$ cat src/rtl/tdly_pkg.sv
package tdly_pkg;
   localparam int SEL_W_DEF = 3;
   localparam int DLY_W_DEF = 8;
   localparam int RD_W      = 8;

   typedef enum logic {
      ST_IDLE = 1'b0,
      ST_RUN  = 1'b1
   } run_state_e;
endpackage

$ cat src/rtl/tdly_regs.sv
module tdly_regs #(
   parameter int SEL_W = tdly_pkg::SEL_W_DEF,
   parameter int DLY_W = tdly_pkg::DLY_W_DEF
) (
   input  logic             clk,
   input  logic             rst_n,
   input  logic             ctrl_we,
   input  logic [SEL_W:0]   ctrl_wdata,
   input  logic             delay_we,
   input  logic [DLY_W-1:0] delay_wdata,
   output logic [SEL_W-1:0] sel_q,
   output logic             clk_oe_q,
   output logic [DLY_W-1:0] delay_q
);
   localparam int OE_BIT = SEL_W;

   always_ff @(posedge clk or negedge rst_n) begin
      if (!rst_n) begin
         sel_q    <= '0;
         clk_oe_q <= 1'b0;
      end else if (ctrl_we) begin
         sel_q    <= ctrl_wdata[SEL_W-1:0];
         clk_oe_q <= ctrl_wdata[OE_BIT];
      end
   end

   always_ff @(posedge clk or negedge rst_n) begin
      if (!rst_n)        delay_q <= '0;
      else if (delay_we) delay_q <= delay_wdata;
   end


   ctrl_store_chk: assert property (@(posedge clk) disable iff (!rst_n)
      ctrl_we |=> (sel_q == $past(ctrl_wdata[SEL_W-1:0])));
endmodule

$ cat src/rtl/tdly_prescaler.sv
module tdly_prescaler #(
   parameter int SEL_W = tdly_pkg::SEL_W_DEF
) (
   input  logic             clk,
   input  logic             rst_n,
   input  logic [SEL_W-1:0] sel,
   input  logic             clk_oe,
   output logic             tick,
   output logic             div_clk_out
);
   localparam int NSEL  = 1 << SEL_W;
   localparam int PRE_W = NSEL - 1;

   logic [PRE_W-1:0] cnt;
   logic [NSEL-1:0]  tick_v;
   logic [NSEL-1:0]  div_v;

   always_ff @(posedge clk or negedge rst_n) begin
      if (!rst_n) cnt <= '0;
      else        cnt <= cnt + 1'b1;
   end

   for (genvar g = 0; g < NSEL; g++) begin : g_rate
      if (g == 0) begin : g_full
         assign tick_v[g] = 1'b1;
         assign div_v[g]  = clk;
      end else begin : g_div
         assign tick_v[g] = &cnt[g-1:0];
         assign div_v[g]  = cnt[g-1];
      end
   end

   assign tick        = tick_v[sel];
   assign div_clk_out = clk_oe & div_v[sel];


   cnt_step_chk: assert property (@(posedge clk) disable iff (!rst_n)
      1'b1 |=> (cnt == $past(cnt) + 1'b1));

   div_gate_chk: assert property (@(posedge clk) disable iff (!rst_n)
      !clk_oe |-> !div_clk_out);
endmodule

$ cat src/rtl/tdly_oneshot.sv
module tdly_oneshot #(
   parameter int DLY_W = tdly_pkg::DLY_W_DEF
) (
   input  logic             clk,
   input  logic             rst_n,
   input  logic             trig_in,
   input  logic             tick,
   input  logic [DLY_W-1:0] delay_q,
   input  logic             hw_en,
   output logic             active,
   output logic             adc_trig
);
   import tdly_pkg::*;

   run_state_e       state;
   logic [DLY_W-1:0] count;
   logic             done;

   assign done   = (state == ST_RUN) && tick && (count == delay_q);
   assign active = (state == ST_RUN);

   always_ff @(posedge clk or negedge rst_n) begin
      if (!rst_n) begin
         state    <= ST_IDLE;
         count    <= '0;
         adc_trig <= 1'b0;
      end else begin
         adc_trig <= done && hw_en;
         case (state)
            ST_IDLE: if (trig_in) begin
               state <= ST_RUN;
               count <= '0;
            end
            ST_RUN: if (tick) begin
               if (count == delay_q) state <= ST_IDLE;
               else                  count <= count + 1'b1;
            end
            default: state <= ST_IDLE;
         endcase
      end
   end


   start_clear_chk: assert property (@(posedge clk) disable iff (!rst_n)
      $rose(active) |-> (count == '0));

   pulse_on_fall_chk: assert property (@(posedge clk) disable iff (!rst_n)
      adc_trig |-> (!active && $past(active)));

   pulse_width_chk: assert property (@(posedge clk) disable iff (!rst_n)
      adc_trig |=> !adc_trig);

   hw_gate_chk: assert property (@(posedge clk) disable iff (!rst_n)
      adc_trig |-> $past(hw_en));

   ignore_chk: assert property (@(posedge clk) disable iff (!rst_n)
      (active && trig_in && !tick) |=> active);

   hold_chk: assert property (@(posedge clk) disable iff (!rst_n)
      (active && !tick) |=> $stable(count));
endmodule

$ cat src/rtl/trig_delay_oneshot.sv
module trig_delay_oneshot #(
   parameter int SEL_W = tdly_pkg::SEL_W_DEF,
   parameter int DLY_W = tdly_pkg::DLY_W_DEF
) (
   input  logic             clk,
   input  logic             rst_n,
   input  logic             trig_in,
   input  logic             hw_trig_en,
   input  logic             ctrl_we,
   input  logic [SEL_W:0]   ctrl_wdata,
   input  logic             delay_we,
   input  logic [DLY_W-1:0] delay_wdata,
   output logic [7:0]       ctrl_rdata,
   output logic [DLY_W-1:0] delay_rdata,
   output logic             active,
   output logic             adc_trig,
   output logic             div_clk_out
);
   localparam int BUSY_BIT = tdly_pkg::RD_W - 1;

   if (SEL_W < 1 || SEL_W + 1 > BUSY_BIT) begin : g_bad_sel
      $error("SEL_W must leave room below the busy bit");
   end
   if (DLY_W < 1) begin : g_bad_dly
      $error("DLY_W must be at least 1");
   end

   logic [SEL_W-1:0] sel_q;
   logic             clk_oe_q;
   logic [DLY_W-1:0] delay_q;
   logic             tick;

   tdly_regs #(.SEL_W(SEL_W), .DLY_W(DLY_W)) u_regs (
      .clk(clk), .rst_n(rst_n),
      .ctrl_we(ctrl_we), .ctrl_wdata(ctrl_wdata),
      .delay_we(delay_we), .delay_wdata(delay_wdata),
      .sel_q(sel_q), .clk_oe_q(clk_oe_q), .delay_q(delay_q)
   );

   tdly_prescaler #(.SEL_W(SEL_W)) u_pre (
      .clk(clk), .rst_n(rst_n), .sel(sel_q), .clk_oe(clk_oe_q),
      .tick(tick), .div_clk_out(div_clk_out)
   );

   tdly_oneshot #(.DLY_W(DLY_W)) u_shot (
      .clk(clk), .rst_n(rst_n), .trig_in(trig_in), .tick(tick),
      .delay_q(delay_q), .hw_en(hw_trig_en),
      .active(active), .adc_trig(adc_trig)
   );

   always_comb begin
      ctrl_rdata              = '0;
      ctrl_rdata[BUSY_BIT]    = active;
      ctrl_rdata[SEL_W]       = clk_oe_q;
      ctrl_rdata[SEL_W-1:0]   = sel_q;
   end

   assign delay_rdata = delay_q;
endmodule

$ cat config.mk
export PLATFORM = sky130hd
export DESIGN_NAME = trig_delay_oneshot
export DESIGN_NICKNAME = d
export VERILOG_FILES = /design/src/rtl/tdly_pkg.sv /design/src/rtl/tdly_regs.sv /design/src/rtl/tdly_prescaler.sv /design/src/rtl/tdly_oneshot.sv /design/src/rtl/trig_delay_oneshot.sv
export SDC_FILE = /design/constraint.sdc
export NUM_CORES = 1
export LEC_CHECK = 0
export BUFFER_PORTS_ARGS = -buffer_cell sky130_fd_sc_hd__buf_2
export CAP_MARGIN = 20
export CORE_MARGIN = 2
export CORE_UTILIZATION = 30
export DETAILED_ROUTE_END_ITERATION = 16
export PLACE_DENSITY = 0.61
export REMOVE_ABC_BUFFERS = 1
export SYNTH_ARGS = -nofsm -noshare
export SYNTH_HDL_FRONTEND = slang
export SYNTH_SLANG_ARGS = --single-unit
$ cat constraint.sdc
create_clock -name clk -period 2.4 [get_ports clk]
set_input_delay 0 -clock clk [delete_from_list [all_inputs] [get_ports clk]]
set_output_delay 0 -clock clk [all_outputs]
set_load 0.05 [all_outputs]
==> results by group <==
Synthesis
  – Synth cell count leaders: 29 x dfrtp_1, 12 x mux2_2, 7 x inv_1, 7 x nand2_1, 7 x xor2_1
  – Ys flop type: dfrtp_1
  – Synthesized flop and latch total: 29
  – Mapped cell area: 1570 µm²
  – Cell variety after synth: 38
  – Post-synthesis sequential area ratio: 46.2%
  – Number of flops mapped to enable cells by yosys: 0
  – Avg Cell Area, Syn: 11.5 µm²
  – Most numerous cell in the Yosys netlist: dfrtp_1
  – Async SR Flop Fraction: 100%
  – Synth area leaders: dfrtp_1 46%, mux2_2 8.6%, ha_1 4.0%, xor2_1 3.9%, buf_4 2.9%
  – Syn. warnings: 0
  – Area leader, netlist: dfrtp_1
  – Post-synth top area share: 46.2%
  – Mapped Cells: 137

Floorplan
  – Row cnt: 26
  – Core Region: 5070 µm²
  – Initial core utilization: 30.9%
  – Die H: 76.3 µm
  – IO Pins: 37
  – Die Span X: 76.3 µm
  – Die area: 5830 µm²

Pwr
  – Leakage: 0.958 nW
  – Psw: 585 µW
  – Seq pwr share: 37.5%
  – Combinational group share of total power: 24.5%
  – PD cells: 852 nW/µm²
  – VDD IR-drop max: 0.366 mV
  – Net switching share of the total power: 32.4%
  – Clock power frac: 38.0%
  – Internal Pwr Total: 1.22 mW

Worst setup path
  – Crit Path Max Fanout: 2
  – Startpoint Class: clock port
  – Worst r2r path cells: 8
  – Reg2reg start: u_pre.cnt[0]
  – Crit end category: output pin
  – Kind of critical path: clk2out
  – R2r setup slk: 0.24 ns
  – Required time of the critical path: 2.40 ns
  – Worst reg2reg endpoint: u_shot.count[2]
  – Worst EP arrival: 2.28 ns

Route
  – Number of vias per cell: 4.61
  – Initial drt markers: 46
  – Drt first pass iters: 4
  – Antenna Nets Post-Route: 0
  – Vias: 1209
  – Mean routed wirelength per cell: 12.4 µm
  – DR DRC count: 0
  – WL final: 3.25 mm

Global route
  – Remaining global-route overflow: 0
  – GRT Total Usage: 12.4%
  – Largest net degree at the start of global routing: 30
  – First-pass GRT wire length: 5.66 mm
  – Vias in the first global route: 1246
  – Initial antenna violation count: 0

CTS
  – TritonCTS clock tree: done
  – Cts repair resizes: 0
  – Clock transition at the registers of the reported paths: 0.06 ns
  – Clk_lat worst skew: 0.39 ns

Hold path
  – Hold wc startpoint: delay_we
  – Hold path depth: 2
  – Hold Path Class: in2reg
  – Hold Path End: u_regs.delay_q[6]

Run
  – # Max-Cap Violations: 0

Finish
  – Final core utilization: 41.7%
  – Nets: 214
  – N_diodes: 0
  – Layout cells sized above 1: 32.3%
  – Fill cells: 505
  – Area Growth Syn to Fin: 34.7%

Place
  – Detailed Place HPWL: 2.11 mm
  – IO buf count: 33
  – GPL Wtd Cong: 0.772

Timing
  – Final Skew: 0.00677 ns
  – Final Hold Fails: 0
  – Slew Limit Headroom: 56.0%
  – Final setup fails: 0
  – Setup tns final: 0 ns
  – RSZ-0062 raised after global routing: no
  – Max-slew violations: 0
  – Least-Margin Pin Slew: 0.660 ns

Run status
  – Status: finished, final reports clean
==> power by group through the flow <==
| stage | combinational (mW) | clock [mW] | sequential (mW) |
|---|---|---|---|
| 2_1_floorplan | 0.257 | 0.0307 | 0.732 |
| 3_3_place_gp | 0.409 | 0.0336 | 0.683 |
| 3_5_place_dp | 0.415 | 0.0336 | 0.685 |
| 4_1_cts | 0.445 | 0.702 | 0.676 |
| 5_1_grt | 0.490 | 0.730 | 0.688 |
| 6_report | 0.441 | 0.685 | 0.677 |
==> cell usage in the layout, fill, tap and decap left out, types with 2 or more instances in the layout <==
cell | netlist | final
nand4_1 | 6 | 6
clkbuf_8 | 0 | 9
dfrtp_1 | 29 | 29
and2_1 | 2 | 2
nand2_1 | 7 | 7
xnor2_1 | 4 | 4
buf_2 | 2 | 33
a31oi_1 | 3 | 3
xor2_1 | 7 | 7
nor2_1 | 5 | 5
dlygate4sd3_1 | 0 | 19
nand3_1 | 5 | 5
mux4_2 | 2 | 2
conb_1 | 1 | 3
ha_1 | 5 | 5
and3_1 | 2 | 2
nor2b_1 | 5 | 5
mux2_2 | 12 | 12
a21oi_1 | 3 | 3
a41oi_1 | 3 | 3
inv_1 | 7 | 7
mux2i_1 | 3 | 3
==> worst max path at each step <==
stage | startpoint | end | slack (ns) | cells past startpoint
after floorplan | u_shot.active | u_shot.count[2] | 0.37 | 3
after global placement | u_pre.cnt[0] | u_shot.count[2] | 0.36 | 8
after detailed placement | u_pre.cnt[0] | u_shot.count[2] | 0.26 | 8
after CTS | clk | div_clk_out | 0.08 | 6
after global routing | u_pre.cnt[0] | u_shot.count[2] | 0.04 | 8
final | clk | div_clk_out | 0.12 | 6
==> layer usage <==
layer | vias to the layer above | GRT usage [%] | wire length [µm] | part of all wire [%]
met5 | - | 0 | 0 | 0
met4 | 0 | 7.27 | 57 | 1.8
met3 | 8 | 4.38 | 132 | 4.1
met2 | 34 | 19.3 | 1570 | 48
met1 | 576 | 14.8 | 1490 | 46
li1 | 591 | - | - | -
==> stage by stage <==
stage	hold WS (ns)	area, µm²	setup slack, ns	cells	power (mW)
CTS	0.0121	2120	0.0809	262	1.82
global placement	0.0666	1770	0.358	232	1.13
global route	0.0291	2120	0.0354	262	1.91
detailed placement	0.0680	1770	0.263	232	1.13
floorplan	-0.296	1520	0.366	129	1.02
finish	0.00962	2120	0.122	262	1.80
==> repair_timing <==
| action | 4_1_cts | 5_1_grt |
|---|---|---|
| setup buffers | 0 | 0 |
| hold buffers | 19 | 0 |
| endpoints found under the hold margin | 43 | 0 |
==> critical path, cell delays in order <==
cell	delay, ns
clkbuf_8	0.11
clkbuf_8	0.12
mux4_2	0.43
mux2i_1	0.16
nor2b_1	0.06
buf_2	0.21
==> area by class of cell <==
type | count | area (µm²) | area share [%]
Sequential cell | 29 | 726 | 34.3
Inverter | 7 | 26.3 | 1.24
Clock inverter | 1 | 30.0 | 1.42
Timing Repair Buffer | 51 | 350 | 16.6
Clock buffer | 11 | 133 | 6.27
Multi-Input combinational cell | 93 | 763 | 36.1
Tap cell | 70 | 87.6 | 4.14
==> registers in the layout (all words and copies together) (netlist names) <==
signal,flops
u_shot.count,8
u_regs.clk_oe_q,1
u_regs.sel_q,3
u_pre.cnt,7
u_shot.active,1
u_regs.delay_q,8
u_shot.adc_trig,1
==> cell families (layout without fill, tap and decap cells) <==
kind of cell             after synthesis  after routing  share of synthesized area (%)
other                                  1              3                          0.239
AND/OR/NAND/NOR                       40             40                           16.2
buffers and inverters                 17             70                           5.66
AO/OA/AOI/OAI                         17             17                           8.21
multiplexers                          17             17                           13.4
adder cells (fa/ha/maj)                5              5                           3.98
XOR/XNOR                              11             11                           6.14
flip-flops                            29             29                           46.2
(Power assumes the default switching activity.)
